## src/rtl/adc_seq_pkg.sv

```systemverilog
package adc_seq_pkg;

  localparam int unsigned SAR_BITS   = 10;
  localparam int unsigned DIV_SEL_W  = 3;
  localparam int unsigned SEL_CODE_W = 4;
  // sampling completes at the end of this ADC cycle of a normal conversion
  localparam int unsigned SAMPLE_CYC = 2;
  // extra ADC cycles inserted ahead of sampling on the first conversion
  localparam int unsigned WARMUP_CYC = 12;

  typedef enum logic {
    PH_IDLE = 1'b0,
    PH_CONV = 1'b1
  } conv_phase_t;

endpackage

```

## src/rtl/adc_presc.sv

```systemverilog
module adc_presc #(
  parameter int unsigned SEL_W = 3
) (
  input  logic             clk,
  input  logic             rst_n,
  input  logic             en,
  input  logic [SEL_W-1:0] psel,
  output logic             rise_tick,
  output logic             fall_tick
);

  // widest ratio is 2^(2^SEL_W - 1)
  localparam int unsigned CNT_W = (1 << SEL_W) - 1;

  logic [CNT_W-1:0] cnt_q;
  logic [CNT_W-1:0] wrap_mask;
  logic [CNT_W-1:0] half_mask;
  logic [SEL_W-1:0] log_div;

  // codes 0 and 1 both divide by two
  assign log_div = (psel == '0) ? SEL_W'(1) : psel;

  genvar g;
  generate
    for (g = 0; g < CNT_W; g++) begin : g_mask
      assign wrap_mask[g] = (32'(log_div) > g);
    end
  endgenerate

  assign half_mask = wrap_mask >> 1;

  always_ff @(posedge clk or negedge rst_n) begin
    if (!rst_n)    cnt_q <= '0;
    else if (!en)  cnt_q <= '0;
    else           cnt_q <= cnt_q + 1'b1;
  end

  assign rise_tick = en && ((cnt_q & wrap_mask) == wrap_mask);
  assign fall_tick = en && ((cnt_q & wrap_mask) == half_mask);

  AST_PRESC_FROM_ZERO: assert property (@(posedge clk) disable iff (!rst_n)
    $rose(en) |-> (cnt_q == '0));

  AST_TICKS_DISJOINT: assert property (@(posedge clk) disable iff (!rst_n)
    !(rise_tick && fall_tick));

endmodule

```

## src/rtl/adc_sar.sv

```systemverilog
module adc_sar #(
  parameter int unsigned WIDTH = 10
) (
  input  logic             clk,
  input  logic             rst_n,
  input  logic             clr,
  input  logic             load,
  input  logic             step,
  input  logic             cmp_in,
  output logic [WIDTH-1:0] code
);

  localparam logic [WIDTH-1:0] TOP_BIT = {1'b1, {(WIDTH-1){1'b0}}};

  logic [WIDTH-1:0] code_q;
  logic [WIDTH-1:0] ptr_q;
  logic [WIDTH-1:0] code_d;

  always_comb begin
    code_d = cmp_in ? code_q : (code_q & ~ptr_q);
    code_d = code_d | (ptr_q >> 1);
  end

  always_ff @(posedge clk or negedge rst_n) begin
    if (!rst_n) begin
      code_q <= '0;
      ptr_q  <= '0;
    end else if (clr) begin
      code_q <= '0;
      ptr_q  <= '0;
    end else if (load) begin
      code_q <= TOP_BIT;
      ptr_q  <= TOP_BIT;
    end else if (step && (ptr_q != '0)) begin
      code_q <= code_d;
      ptr_q  <= ptr_q >> 1;
    end
  end

  assign code = code_q;

  AST_PTR_ONEHOT: assert property (@(posedge clk) disable iff (!rst_n)
    $onehot0(ptr_q));

  AST_BIT_KEPT: assert property (@(posedge clk) disable iff (!rst_n)
    (step && !clr && !load && cmp_in && (ptr_q != '0)) |=> ((code_q & $past(ptr_q)) != '0));

  AST_BIT_DROPPED: assert property (@(posedge clk) disable iff (!rst_n)
    (step && !clr && !load && !cmp_in && (ptr_q != '0)) |=> ((code_q & $past(ptr_q)) == '0));

endmodule

```

## src/rtl/adc_seq_fsm.sv

```systemverilog
module adc_seq_fsm
  import adc_seq_pkg::*;
#(
  parameter int unsigned NBITS     = 10,
  parameter int unsigned SAMP_AT   = 2,
  parameter int unsigned WARMUP    = 12
) (
  input  logic clk,
  input  logic rst_n,
  input  logic en,
  input  logic rise_tick,
  input  logic fall_tick,
  input  logic start_bit,
  output logic begin_p,
  output logic samp_p,
  output logic load_p,
  output logic step_p,
  output logic done_p,
  output logic conv_act
);

  localparam int unsigned SHORT_LEN = SAMP_AT + NBITS + 1;
  localparam int unsigned LONG_LEN  = SHORT_LEN + WARMUP;
  localparam int unsigned CYC_W     = $clog2(LONG_LEN + 1);

  conv_phase_t      ph_q;
  logic [CYC_W-1:0] cyc_q;
  logic             long_q;
  logic             arm_long_q;

  logic [CYC_W-1:0] shift_c;
  logic [CYC_W-1:0] samp_c;
  logic [CYC_W-1:0] first_step_c;
  logic [CYC_W-1:0] last_step_c;
  logic [CYC_W-1:0] len_c;

  always_comb begin
    shift_c      = long_q ? CYC_W'(WARMUP) : '0;
    samp_c       = shift_c + CYC_W'(SAMP_AT);
    first_step_c = samp_c + 1'b1;
    last_step_c  = samp_c + CYC_W'(NBITS);
    len_c        = shift_c + CYC_W'(SHORT_LEN);
  end

  assign conv_act = (ph_q == PH_CONV);

  assign begin_p = en && rise_tick && !conv_act && start_bit;
  assign load_p  = en && rise_tick && conv_act && (cyc_q == samp_c);
  assign step_p  = en && rise_tick && conv_act &&
                   (cyc_q >= first_step_c) && (cyc_q <= last_step_c);
  assign done_p  = en && rise_tick && conv_act && (cyc_q == len_c);
  assign samp_p  = en && fall_tick && conv_act && (cyc_q == samp_c);

  always_ff @(posedge clk or negedge rst_n) begin
    if (!rst_n) begin
      ph_q       <= PH_IDLE;
      cyc_q      <= '0;
      long_q     <= 1'b0;
      arm_long_q <= 1'b1;
    end else if (!en) begin
      ph_q       <= PH_IDLE;
      cyc_q      <= '0;
      arm_long_q <= 1'b1;
    end else if (begin_p) begin
      ph_q       <= PH_CONV;
      cyc_q      <= CYC_W'(1);
      long_q     <= arm_long_q;
      arm_long_q <= 1'b0;
    end else if (done_p) begin
      ph_q       <= PH_IDLE;
      cyc_q      <= '0;
    end else if (conv_act && rise_tick) begin
      cyc_q      <= cyc_q + 1'b1;
    end
  end

  AST_CYC_BOUND: assert property (@(posedge clk) disable iff (!rst_n)
    conv_act |-> ((cyc_q != '0) && (cyc_q <= CYC_W'(LONG_LEN))));

  AST_SAMPLE_BEFORE_BITS: assert property (@(posedge clk) disable iff (!rst_n)
    samp_p |-> !step_p);

endmodule

```

## src/rtl/adc_seq_ctrl.sv

```systemverilog
module adc_seq_ctrl
  import adc_seq_pkg::*;
#(
  parameter int unsigned DATA_W = SAR_BITS,
  parameter int unsigned PSEL_W = DIV_SEL_W,
  parameter int unsigned MUX_W  = SEL_CODE_W
) (
  input  logic              clk,
  input  logic              rst_n,
  input  logic              en,
  input  logic              start,
  input  logic [PSEL_W-1:0] psel,
  input  logic [MUX_W-1:0]  mux_sel,
  input  logic              cmp_in,
  input  logic              flag_clr,
  output logic [DATA_W-1:0] dac_code,
  output logic              sh_strobe,
  output logic [MUX_W-1:0]  mux_q,
  output logic              busy,
  output logic [DATA_W-1:0] result,
  output logic              done_flag
);

  logic rise_tick, fall_tick;
  logic begin_p, samp_p, load_p, step_p, done_p, conv_act;
  logic start_q, done_q, sh_q;
  logic [DATA_W-1:0] res_q;
  logic [MUX_W-1:0]  sel_q;
  logic [DATA_W-1:0] sar_code;

  adc_presc #(
    .SEL_W (PSEL_W)
  ) u_presc (
    .clk       (clk),
    .rst_n     (rst_n),
    .en        (en),
    .psel      (psel),
    .rise_tick (rise_tick),
    .fall_tick (fall_tick)
  );

  adc_seq_fsm #(
    .NBITS   (DATA_W),
    .SAMP_AT (SAMPLE_CYC),
    .WARMUP  (WARMUP_CYC)
  ) u_fsm (
    .clk       (clk),
    .rst_n     (rst_n),
    .en        (en),
    .rise_tick (rise_tick),
    .fall_tick (fall_tick),
    .start_bit (start_q),
    .begin_p   (begin_p),
    .samp_p    (samp_p),
    .load_p    (load_p),
    .step_p    (step_p),
    .done_p    (done_p),
    .conv_act  (conv_act)
  );

  adc_sar #(
    .WIDTH (DATA_W)
  ) u_sar (
    .clk    (clk),
    .rst_n  (rst_n),
    .clr    (!en || begin_p),
    .load   (load_p),
    .step   (step_p),
    .cmp_in (cmp_in),
    .code   (sar_code)
  );

  // start bit: completion and disable both win over a new request
  always_ff @(posedge clk or negedge rst_n) begin
    if (!rst_n)       start_q <= 1'b0;
    else if (!en)     start_q <= 1'b0;
    else if (done_p)  start_q <= 1'b0;
    else if (start)   start_q <= 1'b1;
  end

  always_ff @(posedge clk or negedge rst_n) begin
    if (!rst_n)        done_q <= 1'b0;
    else if (done_p)   done_q <= 1'b1;
    else if (flag_clr) done_q <= 1'b0;
  end

  always_ff @(posedge clk or negedge rst_n) begin
    if (!rst_n) begin
      res_q <= '0;
      sel_q <= '0;
      sh_q  <= 1'b0;
    end else begin
      sh_q <= samp_p;
      if (done_p)  res_q <= sar_code;
      if (begin_p) sel_q <= mux_sel;
    end
  end

  assign dac_code  = sar_code;
  assign sh_strobe = sh_q;
  assign mux_q     = sel_q;
  assign busy      = start_q;
  assign result    = res_q;
  assign done_flag = done_q;

  AST_DONE_DROPS_BUSY: assert property (@(posedge clk) disable iff (!rst_n)
    $rose(done_flag) |-> $fell(busy));

  AST_DISABLE_IDLE: assert property (@(posedge clk) disable iff (!rst_n)
    !en |=> !busy);

  AST_STROBE_PULSE: assert property (@(posedge clk) disable iff (!rst_n)
    sh_strobe |=> !sh_strobe);

  AST_FLAG_HOLD: assert property (@(posedge clk) disable iff (!rst_n)
    (done_flag && !flag_clr) |=> done_flag);

  AST_SEL_FROZEN: assert property (@(posedge clk) disable iff (!rst_n)
    (conv_act && $past(conv_act)) |-> $stable(mux_q));

endmodule

```

## config.mk

```make
export PLATFORM = sky130hd
export DESIGN_NAME = adc_seq_ctrl
export DESIGN_NICKNAME = d
export VERILOG_FILES = /design/src/rtl/adc_seq_pkg.sv /design/src/rtl/adc_presc.sv /design/src/rtl/adc_sar.sv /design/src/rtl/adc_seq_fsm.sv /design/src/rtl/adc_seq_ctrl.sv
export SDC_FILE = /design/constraint.sdc
export NUM_CORES = 1
export LEC_CHECK = 0
export ABC_AREA = 0
export CORE_AREA = 4 4 73 75
export CTS_CLUSTER_SIZE = 16
export DETAILED_ROUTE_END_ITERATION = 10
export DIE_AREA = 0 0 77 79
export PLACE_DENSITY = 0.86
export SLEW_MARGIN = 20
export SYNTH_ARGS = -nofsm -noshare
export SYNTH_HDL_FRONTEND = slang
export SYNTH_SLANG_ARGS = --single-unit
```

## constraint.sdc

```tcl
create_clock -name clk -period 5.7 [get_ports clk]
set_input_delay 0.57 -clock clk [delete_from_list [all_inputs] [get_ports clk]]
set_output_delay 0.57 -clock clk [all_outputs]
set_load 0.02 [all_outputs]
```

==> run_results.csv <==
group,metric,value,unit
run_status,status,"complete, no violations",
die,std_cell_rows,25,
pwr,leakage,1.39,nW
die,io_pins,40,
drt,vias,1974,
logic_synthesis,synth_ff_type,"dfrtp_1",
drt,totalWireLength,5270,um
worst_setup_path,critPathRequiredTime,5.90,ns
placed_design,globalplace.congestion,0.802,
worst_setup_path,start_kind,"input port",
sta,finalCriticalPeriod,3.27,ns
grt,grt_pass1_vias,1863,
placed_design,place_area,3030,um2
sta,fin_worst_skew,0.0116,ns
finish,final_cell_area,3130,um2
worst_setup_path,crit_chain,"clkdlybuf4s50_1, nor2b_1, a31o_1, or3_1, nor2_1, mux2_2",
worst_setup_path,worstRegToRegCells,5,
sta,tightest_slew,1.17,ns
drt,drt-initial-drc-count,160,
placed_design,portBuffers,39,
drt,wl_per_cell,15.8,um
sta,finalHoldViolations,0,
grt,grt_first_pass_wirelength,9090,um
worst_setup_path,crit_type,"input port to register",
clocking,path_clk_slew,0.10,ns
die,die_h,79,um
die,die-area,6080,um2
sta,rsz0062_at_grt,"no",
clocking,clk_latency,0.31,ns
logic_synthesis,synth-edff-count,0,
worst_setup_path,worstPathArrival,3.47,ns
worst_setup_path,cpPeakStageDelay,0.95,ns
logic_synthesis,syn_inst,241,
worst_setup_path,cp_slowest_cell,"nor2_1",
pwr,totalPowerFinal,0.000665,W
sta,slew_violations,0,
finish,nFillCells,370,
die,core,4660,um2
logic_synthesis,synth.distinct_cells,52,
worst_setup_path,critPathLaunch,"psel[2]",
run,drv_cap,0,
sta,slew_headroom,22.0,%
min_path,worstHoldPathType,"input port to asynchronous set/reset pin",
clocking,cts.repair.resized,0,
grt,gr-total-overflow,0,
logic_synthesis,yosysWarningCount,0,
clocking,cts_buffers,5,
grt,antenna_found_initial,0,
clocking,postCtsSetupBuffers,0,
clocking,cts_root_buf,"clkbuf_8",
sta,finalSetupTns,0,ns
drt,dr.pass1.iters,5,
placed_design,pre_cts_ws,2.12,ns
placed_design,dp_hpwl,3740,um
clocking,cts.path.max_buffers,2,
logic_synthesis,async_reset_ff_share,100,%
pwr,power.density,212,nW/um2
clocking,tritoncts,"done",
grt,grt_util_all_layers,18.6,%
worst_setup_path,worst-path-buf-inv,1,
finish,area_growth,19.4,%
logic_synthesis,syn_nets,263,
worst_setup_path,worst-path-stages,6,
finish,fin_nets,301,
logic_synthesis,synth_area_leaders,"dfrtp_1 (49%), mux2_2 (6.0%), ha_1 (4.3%)",
drt,via_per_inst,5.91,
clocking,ctsHoldBuffers,0,
clocking,cts.sinks,52,
die,start_util,56.3,%
grt,grt_max_degree,53,
worst_setup_path,r2r-start,"u_presc.cnt_q[4]",
finish,seq_area,1300,um2
sta,holdWs,0.353,ns
sta,setup_viol,0,
pwr,ir_drop,0.120,mV
finish,final_common_cell,"dfrtp_1",
finish,n_antenna_cell,0,
sta,fmaxAchievable,306,MHz
logic_synthesis,netlist_area,2620,um2
finish,drive_gt1_share,14.3,%
sta,post-route-period-util,57.3,%
clocking,cts.htree.levels,2,
logic_synthesis,ys_seq_area_share,49.7,%
drt,drtAntennaViolNets,0,
drt,drc,0,
logic_synthesis,yosys.area.top_type,"dfrtp_1",
worst_setup_path,path_max_fanout,12,
die,chipWidth,77,um
logic_synthesis,yosysTopAreaCellShare,48.7,%
logic_synthesis,syn_avg_cell_area,10.9,um2
finish,multiInputGateArea,1230,um2
worst_setup_path,end_kind,"register",
sta,setup_ws,2.43,ns
finish,final_cell_mix,"dfrtp_1 (51), clkdlybuf4s50_1 (38), nand2_1 (20), nand2b_1 (14), mux2_2 (14)",
logic_synthesis,yosys_register_bits,52,
worst_setup_path,crit_family,"simple AND/OR/NAND/NOR gates",
[power breakdown]
part	total (W)	switching (W)	internal (W)
registers	0.000381	0.00000535	0.000376
logic	0.0000665	0.0000369	0.0000296
clock network	0.000217	0.000128	0.0000897
total	0.000665	0.000170	0.000495
[worst reg2reg max path: cells and delay by family, from the launching register on]
kind / cells / cell delay, ns
AOI/OAI and AO/OA: 1 / 0.25
DFF: 1 / 0.49
and+or+nand+nor: 3 / 1.57
muxes: 1 / 0.42
[flip-flops by register name, indices dropped and copies added (netlist names), 4 cells and up]
signal         flops
u_sar.ptr_q       10
mux_q              4
u_fsm.cyc_q        5
result            10
u_sar.code        10
u_presc.cnt_q      7
[stage by stage]
step	util, %	cells
finish	67.2	334
global placement	65.0	326
global route	67.2	334
floorplan	-	241
CTS	67.0	334
detailed placement	65.0	326
[synth_stat cells, types with 5 or more instances]
library cell and instances:
a221o_1 6, nand3_1 7, dfrtp_1 51, inv_1 10, and2_1 5, nand2b_1 14
o21ai_0 11, mux2_2 14, ha_1 9, nand2_1 20, and3_1 10, nor2_1 7
a21oi_1 9, a22o_2 5
[routing by layer]
| metal | track usage, % | vias up | wire length [um] |
|---|---|---|---|
| li1 | - | 962 | - |
| met1 | 25.0 | 964 | 2340 |
| met2 | 30.7 | 43 | 2630 |
| met3 | 3.29 | 5 | 246 |
| met4 | 5.87 | 0 | 59 |
| met5 | 0 | - | 0 |
[cell families (layout without fill, tap and decap cells)]
group / after synthesis / after routing / share of synthesized area (%)
buffers and inverters: 19 / 58 / 3.48
adder cells (fa/ha/maj): 9 / 9 / 4.29
XOR/XNOR: 5 / 5 / 1.67
AO/OA/AOI/OAI: 54 / 54 / 15.5
multiplexers: 15 / 15 / 6.39
AND/OR/NAND/NOR: 87 / 87 / 19.0
flip-flops: 52 / 52 / 49.7
[worst paths after layout]
kind                                     to  slack (ns)
setup / recovery                  result[7]        2.43
hold / removal                     mux_q[0]        0.35
setup reg to reg                  result[7]        2.86
hold reg to reg            u_fsm.arm_long_q        0.50
max in group asynchronous    u_fsm.cyc_q[3]        4.89
min in group clk           u_fsm.arm_long_q        0.50
[final cells by class]
class	instances	area share, %
tap	54	2.16
inverter	10	1.20
clock inverter	3	0.839
multi-input combinational	170	39.4
timing repair buffer	40	12.5
clock buffer	5	2.20
sequential	52	41.6
Power figures use the tool's default switching activity.
